<file path="src/rtl/uart_irq_pkg.sv">
package uart_irq_pkg;
  localparam int NUM_SRC = 7;
  localparam int IIR_W   = 6;
  localparam int IER_W   = 8;

  // index = priority rank, 0 highest
  localparam int IDX_LS   = 0;
  localparam int IDX_TMO  = 1;
  localparam int IDX_RX   = 2;
  localparam int IDX_THR  = 3;
  localparam int IDX_MDM  = 4;
  localparam int IDX_XOFF = 5;
  localparam int IDX_FLOW = 6;

  // enable bit positions
  localparam int EN_RX    = 0;
  localparam int EN_THR   = 1;
  localparam int EN_LS    = 2;
  localparam int EN_MDM   = 3;
  localparam int EN_SLEEP = 4;
  localparam int EN_XOFF  = 5;
  localparam int EN_RTS   = 6;
  localparam int EN_CTS   = 7;

  localparam logic [IIR_W-1:0] CODE_NONE = 6'b000001;
  localparam logic [IIR_W-1:0] CODE_LS   = 6'b000110;
  localparam logic [IIR_W-1:0] CODE_TMO  = 6'b001100;
  localparam logic [IIR_W-1:0] CODE_RX   = 6'b000100;
  localparam logic [IIR_W-1:0] CODE_THR  = 6'b000010;
  localparam logic [IIR_W-1:0] CODE_MDM  = 6'b000000;
  localparam logic [IIR_W-1:0] CODE_XOFF = 6'b010000;
  localparam logic [IIR_W-1:0] CODE_FLOW = 6'b100000;

  function automatic logic [IIR_W-1:0] src_code(input int idx);
    case (idx)
      IDX_LS:   src_code = CODE_LS;
      IDX_TMO:  src_code = CODE_TMO;
      IDX_RX:   src_code = CODE_RX;
      IDX_THR:  src_code = CODE_THR;
      IDX_MDM:  src_code = CODE_MDM;
      IDX_XOFF: src_code = CODE_XOFF;
      default:  src_code = CODE_FLOW;
    endcase
  endfunction
endpackage

</file>
<file path="src/rtl/uart_irq_enable_reg.sv">
module uart_irq_enable_reg #(
  parameter int W        = 8,
  parameter int LOCK_BIT = 4
) (
  input  logic         clk_i,
  input  logic         rst_ni,
  input  logic         we_i,
  input  logic [W-1:0] wdata_i,
  input  logic         unlock_i,
  output logic [W-1:0] q_o
);
  logic [W-1:0] wmask;

  always_comb begin
    wmask           = '1;
    wmask[LOCK_BIT] = unlock_i;
  end

  always_ff @(posedge clk_i or negedge rst_ni) begin
    if (!rst_ni)   q_o <= '0;
    else if (we_i) q_o <= (wdata_i & wmask) | (q_o & ~wmask);
  end
endmodule

</file>
<file path="src/rtl/uart_irq_sticky.sv">
module uart_irq_sticky (
  input  logic clk_i,
  input  logic rst_ni,
  input  logic set_i,
  input  logic clr_i,
  output logic q_o
);
  // set wins over clear
  always_ff @(posedge clk_i or negedge rst_ni) begin
    if (!rst_ni)     q_o <= 1'b0;
    else if (set_i)  q_o <= 1'b1;
    else if (clr_i)  q_o <= 1'b0;
  end
endmodule

</file>
<file path="src/rtl/uart_irq_prio.sv">
module uart_irq_prio
  import uart_irq_pkg::*;
#(
  parameter int N = NUM_SRC
) (
  input  logic [N-1:0]     req_i,
  output logic [N-1:0]     grant_o,
  output logic [IIR_W-1:0] code_o,
  output logic             any_o
);
  logic [N:0]           blocked;
  logic [IIR_W-1:0]     term [N];

  assign blocked[0] = 1'b0;

  for (genvar i = 0; i < N; i++) begin : g_rank
    assign blocked[i+1] = blocked[i] | req_i[i];
    assign grant_o[i]   = req_i[i] & ~blocked[i];
    assign term[i]      = grant_o[i] ? src_code(i) : '0;
  end

  assign any_o = blocked[N];

  always_comb begin
    code_o = '0;
    for (int i = 0; i < N; i++) code_o = code_o | term[i];
    if (!any_o) code_o = CODE_NONE;
  end
endmodule

</file>
<file path="src/rtl/uart_irq_ctrl.sv">
module uart_irq_ctrl
  import uart_irq_pkg::*;
(
  input  logic             clk_i,
  input  logic             rst_ni,
  input  logic             ier_we_i,
  input  logic [IER_W-1:0] ier_wdata_i,
  input  logic             enh_en_i,
  input  logic             ls_err_i,
  input  logic             rx_tmo_i,
  input  logic             rx_rdy_i,
  input  logic             thr_evt_i,
  input  logic             thr_wr_i,
  input  logic             mdm_evt_i,
  input  logic             msr_rd_i,
  input  logic             xoff_evt_i,
  input  logic             cts_evt_i,
  input  logic             rts_evt_i,
  input  logic             iir_rd_i,
  output logic [IER_W-1:0] ier_o,
  output logic             sleep_en_o,
  output logic [IIR_W-1:0] iir_o,
  output logic             irq_o
);
  logic [NUM_SRC-1:0] req, grant;
  logic thr_p, mdm_p, xoff_p, cts_p, rts_p;
  logic thr_clr, xoff_clr;

  uart_irq_enable_reg #(.W(IER_W), .LOCK_BIT(EN_SLEEP)) u_ier (
    .clk_i, .rst_ni,
    .we_i     (ier_we_i),
    .wdata_i  (ier_wdata_i),
    .unlock_i (enh_en_i),
    .q_o      (ier_o)
  );

  assign sleep_en_o = ier_o[EN_SLEEP];

  // acknowledge only the source currently reported
  assign thr_clr  = thr_wr_i | (iir_rd_i & grant[IDX_THR]);
  assign xoff_clr = iir_rd_i & grant[IDX_XOFF];

  uart_irq_sticky u_thr  (.clk_i, .rst_ni, .set_i(thr_evt_i),  .clr_i(thr_clr),  .q_o(thr_p));
  uart_irq_sticky u_mdm  (.clk_i, .rst_ni, .set_i(mdm_evt_i),  .clr_i(msr_rd_i), .q_o(mdm_p));
  uart_irq_sticky u_xoff (.clk_i, .rst_ni, .set_i(xoff_evt_i), .clr_i(xoff_clr), .q_o(xoff_p));
  uart_irq_sticky u_cts  (.clk_i, .rst_ni, .set_i(cts_evt_i),  .clr_i(msr_rd_i), .q_o(cts_p));
  uart_irq_sticky u_rts  (.clk_i, .rst_ni, .set_i(rts_evt_i),  .clr_i(msr_rd_i), .q_o(rts_p));

  always_comb begin
    req           = '0;
    req[IDX_LS]   = ls_err_i & ier_o[EN_LS];
    req[IDX_TMO]  = rx_tmo_i & ier_o[EN_RX];
    req[IDX_RX]   = rx_rdy_i & ier_o[EN_RX];
    req[IDX_THR]  = thr_p    & ier_o[EN_THR];
    req[IDX_MDM]  = mdm_p    & ier_o[EN_MDM];
    req[IDX_XOFF] = xoff_p   & ier_o[EN_XOFF];
    req[IDX_FLOW] = (cts_p & ier_o[EN_CTS]) | (rts_p & ier_o[EN_RTS]);
  end

  uart_irq_prio #(.N(NUM_SRC)) u_prio (
    .req_i   (req),
    .grant_o (grant),
    .code_o  (iir_o),
    .any_o   (irq_o)
  );
endmodule

</file>
<file path="config.mk">
export PLATFORM = sky130hd
export DESIGN_NAME = uart_irq_ctrl
export DESIGN_NICKNAME = d
export VERILOG_FILES = /design/src/rtl/uart_irq_pkg.sv /design/src/rtl/uart_irq_enable_reg.sv /design/src/rtl/uart_irq_sticky.sv /design/src/rtl/uart_irq_prio.sv /design/src/rtl/uart_irq_ctrl.sv
export SDC_FILE = /design/constraint.sdc
export NUM_CORES = 1
export LEC_CHECK = 0
export ABC_CLOCK_PERIOD_IN_PS = 1000
export BUFFER_PORTS_ARGS = -buffer_cell sky130_fd_sc_hd__buf_2
export CORE_MARGIN = 1.5
export CORE_UTILIZATION = 34
export DETAILED_ROUTE_END_ITERATION = 8
export PLACE_DENSITY = 0.7
export REMOVE_ABC_BUFFERS = 1
export SLEW_MARGIN = 20
export SYNTH_ARGS = -nofsm -noshare
export SYNTH_HDL_FRONTEND = slang
export SYNTH_SLANG_ARGS = --single-unit
</file>
<file path="constraint.sdc">
create_clock -name clk_i -period 1 [get_ports clk_i]
set_input_delay 0.1 -clock clk_i [delete_from_list [all_inputs] [get_ports clk_i]]
set_output_delay 0.1 -clock clk_i [all_outputs]
set_load 0.1 [all_outputs]
</file>
==> results.py, run 1 <==
metrics = {
    "floorplanning": {
        "fp.coreArea_mm2": 0.00156,
        "fp.dieH_um": 44.6,
        "floorplan.io_pins": 39,
        "die-area_mm2": 0.00199,
        "die-width_um": 44.6,
        "fp-row-count": 14,
        "starting_density_of_the_core_pct": 37.7,
    },
    "yosys": {
        "netlist_instances": 48,
        "synth_cell_type_count": 20,
        "post-synth-top-count-cell": "sky130_fd_sc_hd__dfrtp_1",
        "synthDominantCellAreaShare_pct": 55.3,
        "synthesis.yosys.warnings": 0,
        "netlist.top_cell.by_area": "sky130_fd_sc_hd__dfrtp_1",
        "synth-seq-area-share_pct": 55.3,
        "synth-edff-count": 0,
        "postSynthRegisterBits": 13,
        "post_synth_most_frequent_cells": "sky130_fd_sc_hd__dfrtp_1 (13), sky130_fd_sc_hd__mux2_2 (8), sky130_fd_sc_hd__nand2_1 (6)",
        "postSynth.asyncResetShare_pct": 100,
        "synthTopCellsByArea": "sky130_fd_sc_hd__dfrtp_1 (55%), sky130_fd_sc_hd__mux2_2 (15%), sky130_fd_sc_hd__nand2_1 (3.8%)",
        "syn_area_per_cell_um2": 12.3,
        "dominantRegCellSynth": "sky130_fd_sc_hd__dfrtp_1",
        "synth.cell_area_um2": 588,
    },
    "worst_hold_path": {
        "worstHoldPathType": "in2reg",
    },
    "timing": {
        "hold-worst-slack_ns": -0.00313,
        "timing.final.max_slew_violations": 0,
        "setup_total_negative_slack_ns": -4.77,
        "tightestPinTransition_ns": 0.318,
        "rsz_0062_raised_after_global_routing": "yes",
        "relSlewSlack_pct": 78.8,
        "setup_viol": 19,
        "number_of_failing_hold_endpoints_at_the_final_stage": 1,
        "setup_slack_ns": -0.653,
        "layout_worst_path_cycle_share_pct": 165,
        "achievable_freq_ghz": 0.605,
        "final_period_minus_worst_setup_slack_ns": 1.65,
        "fin_worst_skew_ns": 0.00358,
    },
    "outcome": {
        "violations": "DRC, hold timing, setup timing",
        "outcome": "finished, violations left",
    },
    "routing": {
        "dr.first_iter.drc_count": 7,
        "drt_pass1_iterations": 6,
        "vias_per_cell": 5.06,
        "remaining_drcs": 1,
        "final_antenna_net_count": 0,
        "routed-via-count": 648,
        "wire_per_inst_um": 16.2,
        "drt_wl_total_mm": 2.08,
    },
    "worst_setup_path": {
        "cp_cell_sequence": "a22oi_2, nand3_2, buf_4, nor2_4, buf_12",
        "critPathRequiredTime_ns": 0.90,
        "cp-end-kind": "primary output",
        "critical_path.max_fanout": 4,
        "cp.arrival_ns": 1.55,
        "path_delay_family": "flip-flops",
        "cp_peak_stage_delay_ns": 0.41,
        "timing.critical_path.buf_inv": 2,
        "crit_slowest_cell": "sky130_fd_sc_hd__dfrtp_1",
        "crit_path_start_kind": "flip-flop",
        "criticalPathCategory": "reg2out",
    },
    "clocking": {
        "cts-htree-levels": 1,
        "cts_root_buf": "sky130_fd_sc_hd__clkbuf_4",
        "clock_sinks": 13,
        "tritoncts": "yes",
        "clk_pin_slew_worst_paths_ns": 0.08,
        "cts-buffers-inserted": 3,
        "cts_max_path_buffers": 2,
        "clk-insertion-delay-late_ns": 0.28,
    },
    "power": {
        "power.leakage_nw": 0.629,
        "power_per_cell_area_mw_per_mm2": 1630,
        "post-layout-total-power_mw": 2.16,
        "vdd_drop_max_v": 0.00110,
    },
    "final_layout": {
        "num_antenna_cells": 0,
        "area_growth_pct": 126,
        "layout.core_utilization_pct": 85.2,
        "post_route_cells_drive_above_1_share_pct": 75.9,
        "non_filler_cells_in_the_finished_layout": 128,
        "final_nets": 136,
        "final_area_mm2": 0.00133,
    },
    "global_routing": {
        "grt_pass1_vias": 681,
        "grt_start_max_net_pins": 14,
        "global_route.usage.total_pct": 21.9,
        "number_of_antenna_violations_at_the_first_check_in_global_routing": 0,
        "overflow": 0,
        "global_route_wire_length_before_repair_mm": 2.99,
    },
    "place": {
        "gpl.final_weighted_congestion": 0.733,
        "dp_slack_ns": -0.328,
        "post-dp-hpwl_mm": 1.29,
        "place_area_mm2": 0.00111,
        "io_buffer_count": 38,
        "placedCellCount": 113,
    },
    "job": {
        "drv.max_cap_violation_count": 0,
    },
}
## cells in the final DEF (no fill, tap or decap)
| master | instances |
|---|---|
| sky130_fd_sc_hd__buf_2 | 22 |
| sky130_fd_sc_hd__buf_12 | 15 |
| sky130_fd_sc_hd__buf_6 | 14 |
| sky130_fd_sc_hd__dfrtp_1 | 12 |
| sky130_fd_sc_hd__buf_4 | 9 |
| sky130_fd_sc_hd__mux2_2 | 8 |
| sky130_fd_sc_hd__nand2_1 | 4 |
| sky130_fd_sc_hd__clkbuf_4 | 3 |
| sky130_fd_sc_hd__a22oi_2 | 2 |
| sky130_fd_sc_hd__nor2_4 | 2 |
| sky130_fd_sc_hd__inv_1 | 2 |
| sky130_fd_sc_hd__a21o_1 | 2 |
| sky130_fd_sc_hd__dlygate4sd3_1 | 2 |
| sky130_fd_sc_hd__nand2_2 | 1 |
| sky130_fd_sc_hd__o21ai_4 | 1 |
| sky130_fd_sc_hd__nand3_2 | 1 |
| sky130_fd_sc_hd__or2_1 | 1 |
| sky130_fd_sc_hd__and3_4 | 1 |
| sky130_fd_sc_hd__nand2_4 | 1 |
| sky130_fd_sc_hd__o21ai_2 | 1 |
| sky130_fd_sc_hd__nor3b_2 | 1 |
| sky130_fd_sc_hd__a21o_2 | 1 |
| sky130_fd_sc_hd__nand4b_1 | 1 |
| sky130_fd_sc_hd__o22a_1 | 1 |
| sky130_fd_sc_hd__nand4_1 | 1 |
| sky130_fd_sc_hd__a31o_2 | 1 |
| sky130_fd_sc_hd__dfrtp_2 | 1 |
| sky130_fd_sc_hd__clkbuf_1 | 1 |
## worst register-to-register path, stage by stage (launching register included)
cell	delay, ns
sky130_fd_sc_hd__dfrtp_1	0.41
sky130_fd_sc_hd__a22oi_2	0.25
sky130_fd_sc_hd__buf_4	0.14
sky130_fd_sc_hd__nand4b_1	0.10
sky130_fd_sc_hd__o22a_1	0.21
## cell families after synthesis
kind of cell | count (synthesis) | share of synthesized area, %
AND/OR/NAND/NOR | 14 | 12.8
flip-flops | 13 | 55.3
AO/OA/AOI/OAI | 9 | 12.8
multiplexers | 8 | 15.3
buffers and inverters | 4 | 3.83
## power breakdown
part / switching [mW] / total (mW) / leakage (nW) / internal (mW)
clock: 0.176 / 0.331 / 0.0150 / 0.155
combinational: 0.709 / 1.21 / 0.469 / 0.501
sequential: 0.0491 / 0.624 / 0.145 / 0.575
## path summary, 6_finish.rpt
kind | from | to | slack [ns] | cells past startpoint
setup / recovery | u_ier.q_o[3]$_DFFE_PN0P_ | iir_o[0] | -0.65 | 5
hold / removal | rts_evt_i | u_rts.q_o$_DFFE_PN0P_ | -0.003 | 2
setup reg to reg | u_ier.q_o[3]$_DFFE_PN0P_ | u_xoff.q_o$_DFFE_PN0P_ | -0.21 | 4
hold reg to reg | u_cts.q_o$_DFFE_PN0P_ | u_cts.q_o$_DFFE_PN0P_ | 0.51 | 1
max in group asynchronous | rst_ni | asynchronous set/reset pin | 0.51 | 2
min in group asynchronous | rst_ni | u_xoff.q_o$_DFFE_PN0P_ | 0.24 | 2
## layer usage
layer	GRT usage [%]	wire [um]
met4	10.9	27
met2	38.0	1110
met5	0	0
met1	23.5	772
met3	7.35	165
## repair_timing
action                                 4_1_cts  5_1_grt
hold buffers                                 1        1
pin swaps                                    7        5
setup endpoints to repair                   18       19
setup buffers                               10        6
endpoints found under the hold margin       13        1
gates resized for setup                     21       11
## cell type report
type | count | area (um2)
Multi-Input combinational cell | 31 | 292
Inverter | 2 | 7.51
Clock buffer | 4 | 26.3
Tap cell | 16 | 20.0
Sequential cell | 13 | 327
Timing Repair Buffer | 62 | 656
Fill cell | 80 | 231
## sequential cells by signal (all words and copies together), names as in the netlist, named ones only
register and cells:
u_ier.q_o 7, u_cts.q_o 1, u_mdm.q_o 1, u_rts.q_o 1
u_thr.q_o 1, u_xoff.q_o 1
Note: power is estimated with default switching activity, not from simulation.
==> run 2: changes to the inputs <==
--- a/config.mk
+++ b/config.mk
@@ -7,9 +7,11 @@
 export LEC_CHECK = 0
 export ABC_CLOCK_PERIOD_IN_PS = 1000
 export BUFFER_PORTS_ARGS = -buffer_cell sky130_fd_sc_hd__buf_2
-export CORE_MARGIN = 1.5
+export CORE_ASPECT_RATIO = 1.1
+export CORE_MARGIN = 2
 export CORE_UTILIZATION = 34
 export DETAILED_ROUTE_END_ITERATION = 8
+export GPL_TIMING_DRIVEN = 0
 export PLACE_DENSITY = 0.7
 export REMOVE_ABC_BUFFERS = 1
 export SLEW_MARGIN = 20
==> results.py, run 2 (same netlist as run 1, synthesis figures left out) <==
metrics = {
    "outcome": {
        "outcome": "finished, violations left",
        "violations": "setup timing",
    },
    "place": {
        "dp_slack_ns": -0.467,
        "place_area_um2": 785,
        "placedCellCount": 101,
        "gpl.final_weighted_congestion": 0.710,
        "post-dp-hpwl_mm": 1.02,
        "io_buffer_count": 38,
    },
    "routing": {
        "drt_wl_total_mm": 2.20,
        "remaining_drcs": 0,
        "dr.first_iter.drc_count": 16,
        "vias_per_cell": 5.16,
        "final_antenna_net_count": 0,
        "routed-via-count": 630,
        "drt_pass1_iterations": 4,
        "wire_per_inst_um": 18.0,
    },
    "final_layout": {
        "post_route_cells_drive_above_1_share_pct": 77.1,
        "mostFrequentLayoutCell": "sky130_fd_sc_hd__buf_2",
        "final_area_mm2": 0.00126,
        "fill_cells": 80,
        "most-common-layout-cells": "sky130_fd_sc_hd__buf_2 (22), sky130_fd_sc_hd__buf_12 (14), sky130_fd_sc_hd__buf_6 (10)",
        "non_filler_cells_in_the_finished_layout": 122,
        "layout.core_utilization_pct": 78.7,
        "top_register": "u_ier.q_o",
        "largest_reg_flops": 7,
        "final_nets": 129,
        "num_antenna_cells": 0,
        "area_growth_pct": 114,
    },
    "floorplanning": {
        "floorplan.io_pins": 39,
        "fp.coreArea_mm2": 0.00160,
        "fp.dieH_um": 47.6,
        "die-area_mm2": 0.00208,
        "fp-row-count": 15,
        "die-width_um": 43.7,
        "starting_density_of_the_core_pct": 36.9,
    },
    "worst_hold_path": {
        "min_from": "cts_evt_i",
        "worstHoldPathType": "in2reg",
    },
    "clocking": {
        "clock_sinks": 13,
        "cts-buffers-inserted": 3,
        "cts_max_path_buffers": 2,
        "clk_pin_slew_worst_paths_ns": 0.08,
        "cts-htree-levels": 1,
        "clk-insertion-delay-late_ns": 0.28,
        "cts_root_buf": "sky130_fd_sc_hd__clkbuf_4",
        "tritoncts": "yes",
    },
    "timing": {
        "achievable_freq_ghz": 0.614,
        "fin_worst_skew_ns": 0.000498,
        "setup_viol": 18,
        "setup_slack_ns": -0.629,
        "relSlewSlack_pct": 79.9,
        "final_period_minus_worst_setup_slack_ns": 1.63,
        "hold-worst-slack_ns": 0.0264,
        "tightestPinTransition_ns": 0.302,
        "timing.final.max_slew_violations": 0,
        "layout_worst_path_cycle_share_pct": 163,
        "number_of_failing_hold_endpoints_at_the_final_stage": 0,
        "rsz_0062_raised_after_global_routing": "yes",
    },
    "power": {
        "cellInternalPower_mw": 1.17,
        "power.leakage_nw": 0.593,
        "power.share.sequential_pct": 30.2,
        "combinational_power_share_pct": 54.1,
        "power_per_cell_area_mw_per_mm2": 1680,
        "vdd_drop_max_v": 0.00117,
        "power_switching_share_pct": 44.3,
        "power.share.clock_pct": 15.7,
        "psw_mw": 0.931,
    },
    "global_routing": {
        "global_route_wire_length_before_repair_mm": 2.80,
        "global_route.usage.total_pct": 19.7,
        "grt_start_max_net_pins": 14,
        "number_of_antenna_violations_at_the_first_check_in_global_routing": 0,
        "grt_pass1_vias": 616,
        "overflow": 0,
    },
    "worst_setup_path": {
        "critPathRequiredTime_ns": 0.90,
        "critical_path.reg2reg.startpoint": "u_ier.q_o[2]$_DFFE_PN0P_",
        "crit_start": "u_ier.q_o[3]$_DFFE_PN0P_",
        "critical_path.max_fanout": 4,
        "crit_path_start_kind": "flip-flop",
        "cp.arrival_ns": 1.53,
        "criticalPathCategory": "reg2out",
        "cp-end-kind": "primary output",
    },
    "job": {
        "drv.max_cap_violation_count": 0,
    },
}
[run 2: cell count changes in the layout (fill, tap and decap cells not counted), moves of 3 or more]
cell / before / now
sky130_fd_sc_hd__dfrtp_2: 1 / 4
sky130_fd_sc_hd__buf_4: 9 / 6
sky130_fd_sc_hd__buf_6: 14 / 10
sky130_fd_sc_hd__dfrtp_1: 12 / 9
[run 2: worst max-delay path, cell delays in order, from the launching register on]
cell and delay, ns:
sky130_fd_sc_hd__dfrtp_1 0.40, sky130_fd_sc_hd__a22oi_2 0.25, sky130_fd_sc_hd__nand3_2 0.14, sky130_fd_sc_hd__or2_1 0.28, sky130_fd_sc_hd__buf_12 0.18
[run 2: power groups by stage]
stage                     Sequential [mW]  Clock [mW]  Combinational (mW)
after floorplan                     0.917           0               0.290
after global placement              0.622           0               0.726
after detailed placement            0.624           0               0.732
after CTS                           0.629       0.328                1.01
after global routing                0.640       0.363                1.17
final                               0.635       0.331                1.14
[run 2: final cells by class]
cell class                      instances  area, um2  share of cell area [%]
Clock buffer                            3       22.5                    1.79
Multi-Input combinational cell         31        292                    23.2
Timing Repair Buffer                   55        578                    46.0
Sequential cell                        13        330                    26.3
Tap cell                               17       21.3                    1.69
Inverter                                2       7.51                   0.598
Clock inverter                          1       5.00                   0.398
[run 2: path summary, 6_finish.rpt]
check	end	slack [ns]	depth (start not counted)
max	irq_o	-0.63	4
max in group asynchronous	u_ier.q_o[6]$_DFFE_PN0P_	0.52	2
min reg2reg	u_xoff.q_o$_DFFE_PN0P_	0.51	1
max reg2reg	u_xoff.q_o$_DFFE_PN0P_	-0.18	6
min	u_cts.q_o$_DFFE_PN0P_	0.03	2
min in group asynchronous	u_thr.q_o$_DFFE_PN0P_	0.23	2
[run 2: what timing repair did]
item	in CTS	in global routing
setup endpoints to repair	18	18
hold buffers	2	1
pin swaps	10	4
endpoints found under the hold margin	14	1
buffers inserted	8	8
resized for setup	67	19
[run 2: through the flow]
stage / TNS [ns] / total power [mW]
global placement: -2.17 / 1.35
global route: -5.26 / 2.17
finish: -4.57 / 2.10
floorplan: -17.86 / 1.21
detailed placement: -2.24 / 1.36
CTS: -3.78 / 1.96
[run 2: routing by layer]
layer  vias to the layer above  global-route usage, %  wire, um
met5                         -                      0         0
met4                         0                   9.09        50
met3                         6                   3.40       175
met2                        40                   36.2      1140
met1                       300                   22.6       830
li1                        284                      -         -
==> run 3: changes to the inputs <==
--- a/config.mk
+++ b/config.mk
@@ -5,6 +5,7 @@
 export SDC_FILE = /design/constraint.sdc
 export NUM_CORES = 1
 export LEC_CHECK = 0
+export ABC_AREA = 1
 export ABC_CLOCK_PERIOD_IN_PS = 1000
 export BUFFER_PORTS_ARGS = -buffer_cell sky130_fd_sc_hd__buf_2
 export CORE_ASPECT_RATIO = 1.1
@@ -12,7 +13,8 @@
 export CORE_UTILIZATION = 34
 export DETAILED_ROUTE_END_ITERATION = 8
 export GPL_TIMING_DRIVEN = 0
-export PLACE_DENSITY = 0.7
+export PLACE_DENSITY = 0.69
+export RECOVER_POWER = 50
 export REMOVE_ABC_BUFFERS = 1
 export SLEW_MARGIN = 20
 export SYNTH_ARGS = -nofsm -noshare
==> results.py, run 3 <==
metrics = {
    "outcome": {
        "outcome": "finished, violations left",
        "violations": "setup timing",
    },
    "timing": {
        "tightestPinTransition_ns": 0.726,
        "relSlewSlack_pct": 51.6,
        "setup_slack_ns": -0.573,
        "setup_viol": 13,
        "hold-worst-slack_ns": 0.0137,
        "achievable_freq_ghz": 0.636,
        "setup_total_negative_slack_ns": -4.04,
        "final_period_minus_worst_setup_slack_ns": 1.57,
        "layout_worst_path_cycle_share_pct": 157,
        "fin_worst_skew_ns": 0.00481,
        "number_of_failing_hold_endpoints_at_the_final_stage": 0,
        "rsz_0062_raised_after_global_routing": "yes",
        "timing.final.max_slew_violations": 0,
    },
    "clocking": {
        "clk_pin_slew_worst_paths_ns": 0.08,
        "clock_sinks": 13,
        "cts_max_path_buffers": 2,
        "clk-insertion-delay-late_ns": 0.27,
        "cts-buffers-inserted": 3,
        "tritoncts": "yes",
        "cts_root_buf": "sky130_fd_sc_hd__clkbuf_4",
        "cts-htree-levels": 1,
    },
    "place": {
        "dp_slack_ns": -0.433,
        "io_buffer_count": 38,
        "post-dp-hpwl_mm": 1.08,
        "gpl.final_weighted_congestion": 0.671,
    },
    "yosys": {
        "synth-seq-area-share_pct": 52.4,
        "netlist_instances": 66,
        "synth.cell_area_um2": 621,
        "synth-edff-count": 0,
        "synth_cell_type_count": 19,
        "synthTopCellsByArea": "sky130_fd_sc_hd__dfrtp_1 (52%), sky130_fd_sc_hd__mux2_2 (11%), sky130_fd_sc_hd__inv_1 (8.5%)",
        "synthesis.yosys.warnings": 0,
        "netlist.top_cell.by_area": "sky130_fd_sc_hd__dfrtp_1",
        "post-synth-top-count-cell": "sky130_fd_sc_hd__inv_1",
        "postSynth.asyncResetShare_pct": 100,
        "post_synth_most_frequent_cells": "sky130_fd_sc_hd__inv_1 (14), sky130_fd_sc_hd__dfrtp_1 (13), sky130_fd_sc_hd__nand2_1 (11)",
        "syn_area_per_cell_um2": 9.40,
        "synthDominantCellAreaShare_pct": 52.4,
        "postSynthRegisterBits": 13,
        "dominantRegCellSynth": "sky130_fd_sc_hd__dfrtp_1",
    },
    "floorplanning": {
        "die-width_um": 44.7,
        "floorplan.io_pins": 39,
        "fp.coreArea_mm2": 0.00174,
        "fp.dieH_um": 48.8,
        "fp-row-count": 16,
        "die-area_mm2": 0.00218,
        "starting_density_of_the_core_pct": 35.6,
    },
    "final_layout": {
        "most-common-layout-cells": "sky130_fd_sc_hd__buf_2 (21), sky130_fd_sc_hd__inv_1 (13), sky130_fd_sc_hd__dfrtp_1 (12)",
        "area_growth_pct": 83.1,
        "largest_reg_flops": 7,
        "num_antenna_cells": 0,
        "top_register": "u_ier.q_o",
        "final_nets": 137,
        "mostFrequentLayoutCell": "sky130_fd_sc_hd__buf_2",
        "post_route_cells_drive_above_1_share_pct": 56.6,
    },
    "routing": {
        "drt_pass1_iterations": 2,
        "dr.first_iter.drc_count": 2,
        "final_antenna_net_count": 0,
        "routed-via-count": 607,
        "remaining_drcs": 0,
        "wire_per_inst_um": 12.2,
        "drt_wl_total_mm": 1.59,
        "vias_per_cell": 4.63,
    },
    "global_routing": {
        "number_of_antenna_violations_at_the_first_check_in_global_routing": 0,
        "grt_pass1_vias": 590,
        "global_route.usage.total_pct": 14.6,
        "grt_start_max_net_pins": 14,
        "global_route_wire_length_before_repair_mm": 2.34,
        "overflow": 0,
    },
    "worst_setup_path": {
        "crit_path_start_kind": "flip-flop",
        "cp.arrival_ns": 1.47,
        "critPathRequiredTime_ns": 0.90,
        "critical_path.reg2reg.startpoint": "u_ier.q_o[2]$_DFFE_PN0P_",
        "critical_path.max_fanout": 3,
        "reg2regPathDepth": 8,
        "rr_endpoint": "u_xoff.q_o$_DFFE_PN0P_",
        "cp-end-kind": "primary output",
        "criticalPathCategory": "reg2out",
        "reg2reg_setup_slack_ns": -0.22,
    },
    "power": {
        "power.leakage_nw": 0.595,
        "power_per_cell_area_mw_per_mm2": 1690,
        "vdd_drop_max_v": 0.00122,
    },
    "job": {
        "drv.max_cap_violation_count": 0,
    },
    "worst_hold_path": {
        "whs_endpoint": "u_xoff.q_o$_DFFE_PN0P_",
        "worstHoldPathType": "in2reg",
        "whs_path_depth": 3,
        "min_from": "xoff_evt_i",
    },
}
-- run 3: cell count changes after synthesis, moves of 2 or more --
cell	delta
sky130_fd_sc_hd__inv_1	+12
sky130_fd_sc_hd__nand2_1	+5
sky130_fd_sc_hd__o21bai_1	+3
sky130_fd_sc_hd__a21o_1	-2
sky130_fd_sc_hd__mux2_2	-2
sky130_fd_sc_hd__nand2_2	+2
sky130_fd_sc_hd__nand3_1	+2
sky130_fd_sc_hd__o21ai_0	+2
-- run 3: timing repair --
item | CTS | global route
setup buffers | 2 | 4
cloned | 0 | 0
endpoints found under the hold margin | 13 | 0
gates resized for setup | 51 | 16
pin swaps | 1 | 2
endpoints found under the setup margin | 18 | 18
hold buffers | 1 | 0
-- run 3: final cells by class --
type / instances / area [um2]
Sequential cell: 13 / 327
Inverter: 15 / 56.3
Multi-Input combinational cell: 36 / 258
Timing Repair Buffer: 45 / 447
Fill cell: 141 / 606
Tap cell: 18 / 22.5
Clock buffer: 4 / 26.3
-- run 3: layer usage --
metal,track usage [%],routed length [um]
met5,0,0
met4,7.58,15
met3,3.33,97
met2,23.7,867
met1,17.4,612
-- run 3: through the flow --
stage / util (%) / cell area, um2 / std cells / power [mW]
after detailed placement: 47.1 / 821 / 120 / 1.34
after floorplan: - / 608 / 64 / 1.19
final: 65.2 / 1140 / 131 / 1.92
after global routing: 65.2 / 1140 / 131 / 1.99
after CTS: 60.3 / 1050 / 127 / 1.84
after global placement: 47.1 / 821 / 120 / 1.33
-- run 3: how the worst max path moves through the flow --
stage,startpoint,slack (ns),to,cells past startpoint
after CTS,u_ier.q_o[0]$_DFFE_PN0P_,-0.52,irq_o,7
after global routing,u_ier.q_o[2]$_DFFE_PN0P_,-0.66,iir_o[4],6
after floorplan,u_ier.q_o[2]$_DFFE_PN0P_,-2.81,iir_o[4],5
final,u_ier.q_o[2]$_DFFE_PN0P_,-0.57,irq_o,7
after detailed placement,u_ier.q_o[0]$_DFFE_PN0P_,-0.43,iir_o[0],6
after global placement,u_ier.q_o[0]$_DFFE_PN0P_,-0.42,iir_o[0],6
-- run 3: where the power goes --
group | leakage, nW | switching (mW) | internal (mW)
combinational | 0.435 | 0.645 | 0.338
clock | 0.0150 | 0.166 | 0.154
sequential | 0.145 | 0.0466 | 0.573
-- run 3: worst max-delay path, stage by stage (launching register included) --
cell	delay [ns]
sky130_fd_sc_hd__dfrtp_1	0.39
sky130_fd_sc_hd__nand2_1	0.09
sky130_fd_sc_hd__inv_1	0.08
sky130_fd_sc_hd__nor2_4	0.15
sky130_fd_sc_hd__nand3_4	0.12
sky130_fd_sc_hd__nor2_4	0.16
sky130_fd_sc_hd__inv_2	0.06
sky130_fd_sc_hd__buf_12	0.16
-- run 3: cell families after synthesis --
group / after synthesis / synth area share [%]
buffers and inverters: 17 / 11.1
AND/OR/NAND/NOR: 22 / 17.7
AO/OA/AOI/OAI: 8 / 7.86
flip-flops: 13 / 52.4
multiplexers: 6 / 10.9
